**config.mk**
```make
export PLATFORM = sky130hd
export DESIGN_NAME = npc_unit
export DESIGN_NICKNAME = d
export VERILOG_FILES = /design/src/rtl/npc_pkg.sv /design/src/rtl/npc_decode.sv /design/src/rtl/npc_target.sv /design/src/rtl/npc_slot.sv /design/src/rtl/npc_unit.sv
export SDC_FILE = /design/constraint.sdc
export NUM_CORES = 1
export LEC_CHECK = 0
export ABC_AREA = 1
export BUFFER_PORTS_ARGS = -buffer_cell sky130_fd_sc_hd__buf_2
export CELL_PAD_IN_SITES_DETAIL_PLACEMENT = 0
export CELL_PAD_IN_SITES_GLOBAL_PLACEMENT = 2
export CORE_UTILIZATION = 27
export DETAILED_ROUTE_END_ITERATION = 10
export GPL_ROUTABILITY_DRIVEN = 0
export PLACE_DENSITY_LB_ADDON = 0.1
export SYNTH_ARGS = -nofsm -noshare
export SYNTH_HDL_FRONTEND = slang
export SYNTH_SLANG_ARGS = --single-unit
```
**constraint.sdc**
```tcl
create_clock -name clk_i -period 4.96 [get_ports clk_i]
set_input_delay 1.488 -clock clk_i [delete_from_list [all_inputs] [get_ports clk_i]]
set_output_delay 1.488 -clock clk_i [all_outputs]
set_load 0.02 [all_outputs]
```
**src/rtl/npc_pkg.sv**
```systemverilog
package npc_pkg;
  localparam logic [5:0] OP_SPECIAL = 6'h00;
  localparam logic [5:0] OP_J       = 6'h02;
  localparam logic [5:0] OP_JAL     = 6'h03;
  localparam logic [5:0] OP_BEQ     = 6'h04;
  localparam logic [5:0] OP_BNE     = 6'h05;
  localparam logic [5:0] FN_JR      = 6'h08;

  localparam int unsigned IMM_W  = 16;
  localparam int unsigned IDX_W  = 26;
  localparam int unsigned REGION = 28;

  typedef enum logic [2:0] {
    XF_NONE,
    XF_BEQ,
    XF_BNE,
    XF_J,
    XF_JAL,
    XF_JR
  } xfer_e;
endpackage

```
**src/rtl/npc_decode.sv**
```systemverilog
module npc_decode
  import npc_pkg::*;
(
  input  logic [31:0]      instr_i,
  output xfer_e            kind_o,
  output logic [IMM_W-1:0] imm_o,
  output logic [IDX_W-1:0] idx_o
);
  logic [5:0] opc, fn;

  assign opc   = instr_i[31:26];
  assign fn    = instr_i[5:0];
  assign imm_o = instr_i[IMM_W-1:0];
  assign idx_o = instr_i[IDX_W-1:0];

  always_comb begin
    unique case (opc)
      OP_BEQ:     kind_o = XF_BEQ;
      OP_BNE:     kind_o = XF_BNE;
      OP_J:       kind_o = XF_J;
      OP_JAL:     kind_o = XF_JAL;
      OP_SPECIAL: kind_o = (fn == FN_JR) ? XF_JR : XF_NONE;
      default:    kind_o = XF_NONE;
    endcase
  end
endmodule

```
**src/rtl/npc_target.sv**
```systemverilog
module npc_target
  import npc_pkg::*;
#(
  parameter int unsigned XLEN = 32
) (
  input  xfer_e            kind_i,
  input  logic [XLEN-1:0]  pc_i,
  input  logic [XLEN-1:0]  rs_i,
  input  logic [XLEN-1:0]  rt_i,
  input  logic [IMM_W-1:0] imm_i,
  input  logic [IDX_W-1:0] idx_i,
  output logic [XLEN-1:0]  seq_o,
  output logic [XLEN-1:0]  dest_o,
  output logic             cond_o,
  output logic             misalign_o,
  output logic [XLEN-1:0]  link_o
);
  localparam int unsigned SEXT_W = XLEN - IMM_W - 2;

  logic [XLEN-1:0] br_off, br_dest, rg_dest;
  logic            ops_eq;

  assign seq_o   = pc_i + XLEN'(4);
  assign link_o  = pc_i + XLEN'(8);
  assign br_off  = {{SEXT_W{imm_i[IMM_W-1]}}, imm_i, 2'b00};
  assign br_dest = seq_o + br_off;
  assign rg_dest = {seq_o[XLEN-1:REGION], idx_i, 2'b00};
  assign ops_eq  = (rs_i == rt_i);

  always_comb begin
    dest_o     = seq_o;
    cond_o     = 1'b0;
    misalign_o = 1'b0;
    unique case (kind_i)
      XF_BEQ: begin dest_o = br_dest; cond_o = ops_eq;  end
      XF_BNE: begin dest_o = br_dest; cond_o = !ops_eq; end
      XF_J, XF_JAL: begin dest_o = rg_dest; cond_o = 1'b1; end
      XF_JR: begin
        dest_o     = rs_i;
        cond_o     = 1'b1;
        misalign_o = |rs_i[1:0];
      end
      default: ;
    endcase
  end
endmodule

```
**src/rtl/npc_slot.sv**
```systemverilog
module npc_slot #(
  parameter int unsigned XLEN = 32
) (
  input  logic            clk_i,
  input  logic            rst_ni,
  input  logic            valid_i,
  input  logic            take_i,
  input  logic [XLEN-1:0] dest_i,
  output logic            pend_o,
  output logic [XLEN-1:0] dest_o
);
  logic            pend_q;
  logic [XLEN-1:0] dest_q;

  always_ff @(posedge clk_i or negedge rst_ni) begin
    if (!rst_ni) begin
      pend_q <= 1'b0;
      dest_q <= '0;
    end else if (valid_i) begin
      pend_q <= take_i;
      if (take_i) dest_q <= dest_i;
    end
  end

  assign pend_o = pend_q;
  assign dest_o = dest_q;


  arm_after_take_chk: assert property (@(posedge clk_i) disable iff (!rst_ni)
    valid_i && take_i |=> pend_q && dest_q == $past(dest_i));


  release_once_chk: assert property (@(posedge clk_i) disable iff (!rst_ni)
    valid_i && pend_q |=> !pend_q);


  stall_hold_chk: assert property (@(posedge clk_i) disable iff (!rst_ni)
    !valid_i |=> $stable(pend_q) && $stable(dest_q));
endmodule

```
**src/rtl/npc_unit.sv**
```systemverilog
module npc_unit
  import npc_pkg::*;
#(
  parameter int unsigned XLEN     = 32,
  parameter logic [4:0]  LINK_REG = 5'd31
) (
  input  logic            clk_i,
  input  logic            rst_ni,
  input  logic            valid_i,
  input  logic [XLEN-1:0] pc_i,
  input  logic [31:0]     instr_i,
  input  logic [XLEN-1:0] rs_val_i,
  input  logic [XLEN-1:0] rt_val_i,
  output logic [XLEN-1:0] next_pc_o,
  output logic            taken_o,
  output logic            link_we_o,
  output logic [4:0]      link_idx_o,
  output logic [XLEN-1:0] link_val_o,
  output logic            addr_err_o,
  output logic            slot_err_o
);
  xfer_e            kind;
  logic [IMM_W-1:0] imm;
  logic [IDX_W-1:0] idx;
  logic [XLEN-1:0]  seq, dest, pend_dest;
  logic             cond, misalign, pend, is_xfer, bad_jr;

  npc_decode i_decode (
    .instr_i (instr_i),
    .kind_o  (kind),
    .imm_o   (imm),
    .idx_o   (idx)
  );

  npc_target #(.XLEN(XLEN)) i_target (
    .kind_i     (kind),
    .pc_i       (pc_i),
    .rs_i       (rs_val_i),
    .rt_i       (rt_val_i),
    .imm_i      (imm),
    .idx_i      (idx),
    .seq_o      (seq),
    .dest_o     (dest),
    .cond_o     (cond),
    .misalign_o (misalign),
    .link_o     (link_val_o)
  );

  assign is_xfer = (kind != XF_NONE);
  assign bad_jr  = (kind == XF_JR) && misalign;

  // a delay-slot instruction never starts a transfer of its own
  assign taken_o    = valid_i && !pend && cond && !bad_jr;
  assign addr_err_o = valid_i && !pend && bad_jr;
  assign slot_err_o = valid_i && pend && is_xfer;
  assign link_we_o  = taken_o && (kind == XF_JAL);
  assign link_idx_o = LINK_REG;
  assign next_pc_o  = pend ? pend_dest : seq;

  npc_slot #(.XLEN(XLEN)) i_slot (
    .clk_i   (clk_i),
    .rst_ni  (rst_ni),
    .valid_i (valid_i),
    .take_i  (taken_o),
    .dest_i  (dest),
    .pend_o  (pend),
    .dest_o  (pend_dest)
  );


  flags_excl_chk: assert property (@(posedge clk_i) disable iff (!rst_ni)
    $onehot0({taken_o, addr_err_o, slot_err_o}));


  link_call_chk: assert property (@(posedge clk_i) disable iff (!rst_ni)
    link_we_o |-> taken_o && link_idx_o == 5'd31 && link_val_o == seq + XLEN'(4));


  seq_fetch_chk: assert property (@(posedge clk_i) disable iff (!rst_ni)
    valid_i && !pend && !is_xfer |-> next_pc_o == pc_i + XLEN'(4) && !taken_o);


  slot_redirect_chk: assert property (@(posedge clk_i) disable iff (!rst_ni)
    valid_i && taken_o |=> next_pc_o == $past(dest));


  stall_quiet_chk: assert property (@(posedge clk_i) disable iff (!rst_ni)
    !valid_i |-> !taken_o && !link_we_o && !addr_err_o && !slot_err_o);
endmodule

```
# After elaboration in Yosys (flattened, before gate mapping)
# Index checks and enable logic that the tools add are counted.
# classes
reduce_logical,18
n_addsub,3
muxes,6
n_eq_ne,11
# op_table
cell,count
$pmux 32 s3,1
$add 32x3->32 const B,1
$add 32x32->32,1
$add 32x4->32 const B,1
$eq 32x32->1,1
$mux 32,1
$pmux 3 s5,1
$eq 6x2->1 const B,2
$eq 6x3->1 const B,2
$logic_and 1x1->1,8
$eq 3x2->1 const B,2
$eq 3x3->1 const B,2
$eq 6x4->1 const B,1
$logic_not 6->1,1
$reduce_or 2->1,3
$eq 3x1->1 const B,1
$logic_not 1->1,3
$mux 3,1
$pmux 1 s3,1
$reduce_bool 3->1,1
$reduce_or 3->1,1
$reduce_and 2->1,1
$mux 1,1
# word_totals
inputBits,131
ff_bits,33

# Depth between registers and ports, before layout
# logic_depth
word_depth,9
ltp_mapped,25
ltp_nobuf,25

# Hierarchy
# Synthesis repeated with hierarchy kept, for this count alone.
# unflattened
cells_unflattened,1217
hier_area_um2,6974.2
# by_module_without_submodules
module,n_inst,cells_per_inst,seq_area_each_um2,area_per_inst_um2
npc_target,1,877,0.0,4523.1
npc_slot,1,143,825.8,1393.8
npc_unit,1,127,0.0,621.8
npc_decode,1,70,0.0,435.4

# Worst setup path before layout
# Ideal clock, no wire load.
# synth_timing
kind,input to output
from,input port pc_i[3]
to,output port next_pc_o[17]
arrival_ns,3.204
cell_stages,13
setup_slack_ns,0.268
cell_sequence,ha_1 -> nand2_2 -> nor2_4 -> inv_2 -> nor2_2 -> inv_1 -> nor2_2 -> nand2_1 -> xor2_1 -> nand2_1 -> o21ai_1 -> nand2_1 -> o21ai_1
# synth_via
elab_chain_len,2
# synth_lines
item,line_no,rtl
"start, declared",npc_unit.sv:10,"input logic [XLEN-1:0] pc_i,"
$add 32x3->32,npc_target.sv:23,assign seq_o = pc_i + XLEN'(4);
$mux 32,npc_unit.sv:58,assign next_pc_o = pend ? pend_dest : seq;
"end, declared",npc_unit.sv:14,"output logic [XLEN-1:0] next_pc_o,"
# Every way passes these cells.

# Worst setup path after layout
# layout_timing
from,input port pc_i[4]
to,output port next_pc_o[13]
# Same word-level chain as after synthesis.

==> out/qor.csv <==
stage,metric,value,unit
critical_path,CP max stage cell,xor2_1,
floorplanning,Placeable Area,22800,µm²
timing,worst slew pin tran,0.791,ns
floorplanning,die width,155,µm
timing,final slew viol count,0,
power_and_ir_drop,VDD IR-drop max,0.000108,V
layout,Final Util,34.9,%
layout,layout cell share with drive strength beyond 1,19.6,%
critical_path,crit path DAT,3.39,ns
critical_path,crit path capture type,output port,
logic_synthesis,Netlist Area Pre-Place,6350,µm²
critical_path,WP data required,3.47,ns
timing,Worst Skew,0.00289,ns
route,drc violations,0,
hold_path,Hold Path Class,flip-flop to flip-flop,
layout,synth-to-layout area growth,25.6,%
critical_path,R2R depth,7,
clocking,Worst-Skew Late Latency,0.28,ns
critical_path,crit-path max cell delay,0.42,ns
layout,Nets,1562,
clocking,deepest clock path buffer count,2,
clocking,clk sink count,33,
critical_path,critical path startpoint,pc_i[4],
critical_path,R2R Path End,i_slot.dest_o[12]$_DFFE_PN0P_,
logic_synthesis,number of synthesized register bits,33,
layout,Post-Layout Cell Count,1711,
logic_synthesis,Synthesis Warnings,0,
route,Total Routed Length,28.2,mm
layout,Ant. Diodes,0,
clocking,Inserted Clock Buffers,5,
critical_path,Critical Path Fanout Max,3,
power_and_ir_drop,Pwr Density,177,nW/µm²
route,vias per cell,4.49,
timing,Final min period,4.87,ns
route,WL/cell,16.5,µm
clocking,CTS tree,built,
floorplanning,Cell Rows,55,
critical_path,Worst setup SP type,primary input,
hold_path,start point of the worst hold path,i_slot.dest_o[21]$_DFFE_PN0P_,
layout,Fillers,2683,
route,drt pass-1 iters,5,
grt,first-pass GRT wire length,42.6,mm
grt,Tot GR Track Use,23.1,%
grt,gr ovfl total,0,
layout,Reg area,826,µm²
logic_synthesis,syn avg cell area,5.33,µm²
grt,largest net degree at the start of global routing,38,
placed_design,PortBufs,198,
hold_path,hold-critical path depth,2,
floorplanning,starting density of the core,27.8,%
clocking,root buf cell,clkbuf_16,
timing,"Hold Vio Cnt, Final",0,
floorplanning,die span in y,155,µm
layout,Multi-input gate area,4670,µm²
logic_synthesis,synth unique cells,41,
power_and_ir_drop,leakage,4.56,nW
logic_synthesis,Synth Instances,1191,
route,drt initial violations,413,
status,status,"complete, no violations",
timing,setup repair after global routing missed its margin,true,
timing,Peak Freq,205,MHz
timing,Slew headroom,47.3,%
critical_path,CP Class,primary input to output port,
hold_path,Hold Path Sink,i_slot.dest_o[21]$_DFFE_PN0P_,
floorplanning,die area,24100,µm²
timing,worst hold margin,0.481,ns
route,DRT antenna net count,0,
timing,final setup TNS,0,ns
route,vias post-DR,7685,
grt,antenna violations before repair,0,
flow_run,Max Cap Viol,0,
critical_path,reg2reg start,i_slot.pend_o$_DFFE_PN0P_,
floorplanning,Top-Level Pins,204,
critical_path,r2r setup slk,3.01,ns
timing,Setup Viol. Count Final,0,
placed_design,# placed instances,1700,
grt,vias in the first global route,7386,
logic_synthesis,"Seq/Total Area, Yosys",13.0,%
power_and_ir_drop,PnR Total Power,1.41,mW
critical_path,crit-path most repeated cell,nand2_1,
timing,crit share post-route,98.3,%
placed_design,dpl hpwl,24.1,mm
clocking,H-tree depth,2,
critical_path,"critical path, cell by cell","buf_2, ha_1, buf_4, nand2_1, inv_1, nand2_1, nor2_1, xor2_1, nand2_1, o21ai_0, buf_2",
clocking,Worst-path clk slew,0.06,ns
power by group:
group	total [mW]	switching (mW)	internal (mW)
Combinational	0.697	0.453	0.244
Sequential	0.378	0.0342	0.344
Clock	0.333	0.121	0.213
Total	1.41	0.608	0.801
layout make-up:
class	count	area share [%]
repair buffers	225	15.0
clock buffers	7	1.92
multi-input cells	938	58.6
inverters	194	9.14
flip-flops and latches	33	10.4
clock inverters	1	0.0628
well taps	313	4.91
kinds of logic after synthesis:
family	after synthesis	share of synthesized area, %
compound gates	97	9.03
xor+xnor	64	8.83
fa+ha+maj	34	6.82
buf+inv	224	14.3
flops	33	13.0
other cells	1	0.0591
simple gates	738	48.0
synthesized netlist by cell type (all sizes together):
cell type	number	area [µm²]
a211oi	1	7.51
a21o	2	15.0
a21oi	22	110
a22oi	21	158
a31oi	2	12.5
and2	4	25.0
and3	1	6.26
buf	23	150
clkbuf	7	26.3
conb	1	3.75
dfrtp	33	826
fa	1	20.0
ha	33	413
inv	194	728
nand2	467	1770
nand3	96	485
nand3b	5	37.5
nand4	7	50.1
nor2	136	548
nor3	11	55.1
nor4	2	12.5
o211ai	4	30.0
o21a	1	7.51
o21ai	39	199
o21bai	2	15.0
o22ai	3	18.8
or2	9	56.3
xnor2	26	228
xor2	38	333
worst max-delay path: cells and delay by family:
kind | cells | cell delay [ns]
AOI/OAI and AO/OA | 1 | 0.16
xor gates and xnor gates | 1 | 0.42
adders and majority gates | 1 | 0.19
buffers and inverters | 4 | 0.57
and+or+nand+nor | 4 | 0.55
timing repair:
action | CTS | global route
hold buffers | 0 | 0
setup buffers | 0 | 3
setup endpoints to repair | 0 | 4
resized for setup | 0 | 8
hold endpoints to repair | 0 | 0
through the flow:
step	setup WS [ns]	instance area [µm²]
3_5_place_dp	0.0519	7750
3_3_place_gp	0.100	7750
6_report	0.0858	7970
2_1_floorplan	0.268	6360
4_1_cts	0.0258	7910
5_1_grt	-0.0245	7970
worst max path at each step:
stage,endpoint,cells after the start
final,next_pc_o[13],11
after global routing,next_pc_o[17],15
after CTS,next_pc_o[17],15
after detailed placement,next_pc_o[17],15
after global placement,next_pc_o[22],10
after floorplan,next_pc_o[17],13
layer usage:
layer,track usage (%),wire [µm],share of wire (%),vias to the layer above
met4,4.15,344,1.2,0
met2,36.9,12300,44,177
met5,0,0,0,-
li1,-,-,-,4067
met3,1.00,876,3.1,14
met1,34.4,14700,52,3427
placed cells by master (no fill, tap or decap), types with 5 or more instances in the layout:
cell and count:
conb_1 5, inv_1 185, inv_2 9, o21ai_0 33, ha_1 33, buf_2 197
a21oi_1 22, nor3_1 10, a22oi_1 21, nor2_1 127, nand3b_1 5, xor2_1 34
nand4_1 6, dfrtp_1 33, nand3_1 95, or2_2 9, xnor2_1 26, nand2_1 462
nor2_2 6, clkbuf_16 5, buf_4 28
state kept, by name, indices dropped and copies added (netlist names):
name and count:
i_slot.pend_o 1, i_slot.dest_o 32
No activity file was read; power rests on OpenSTA's default activity.
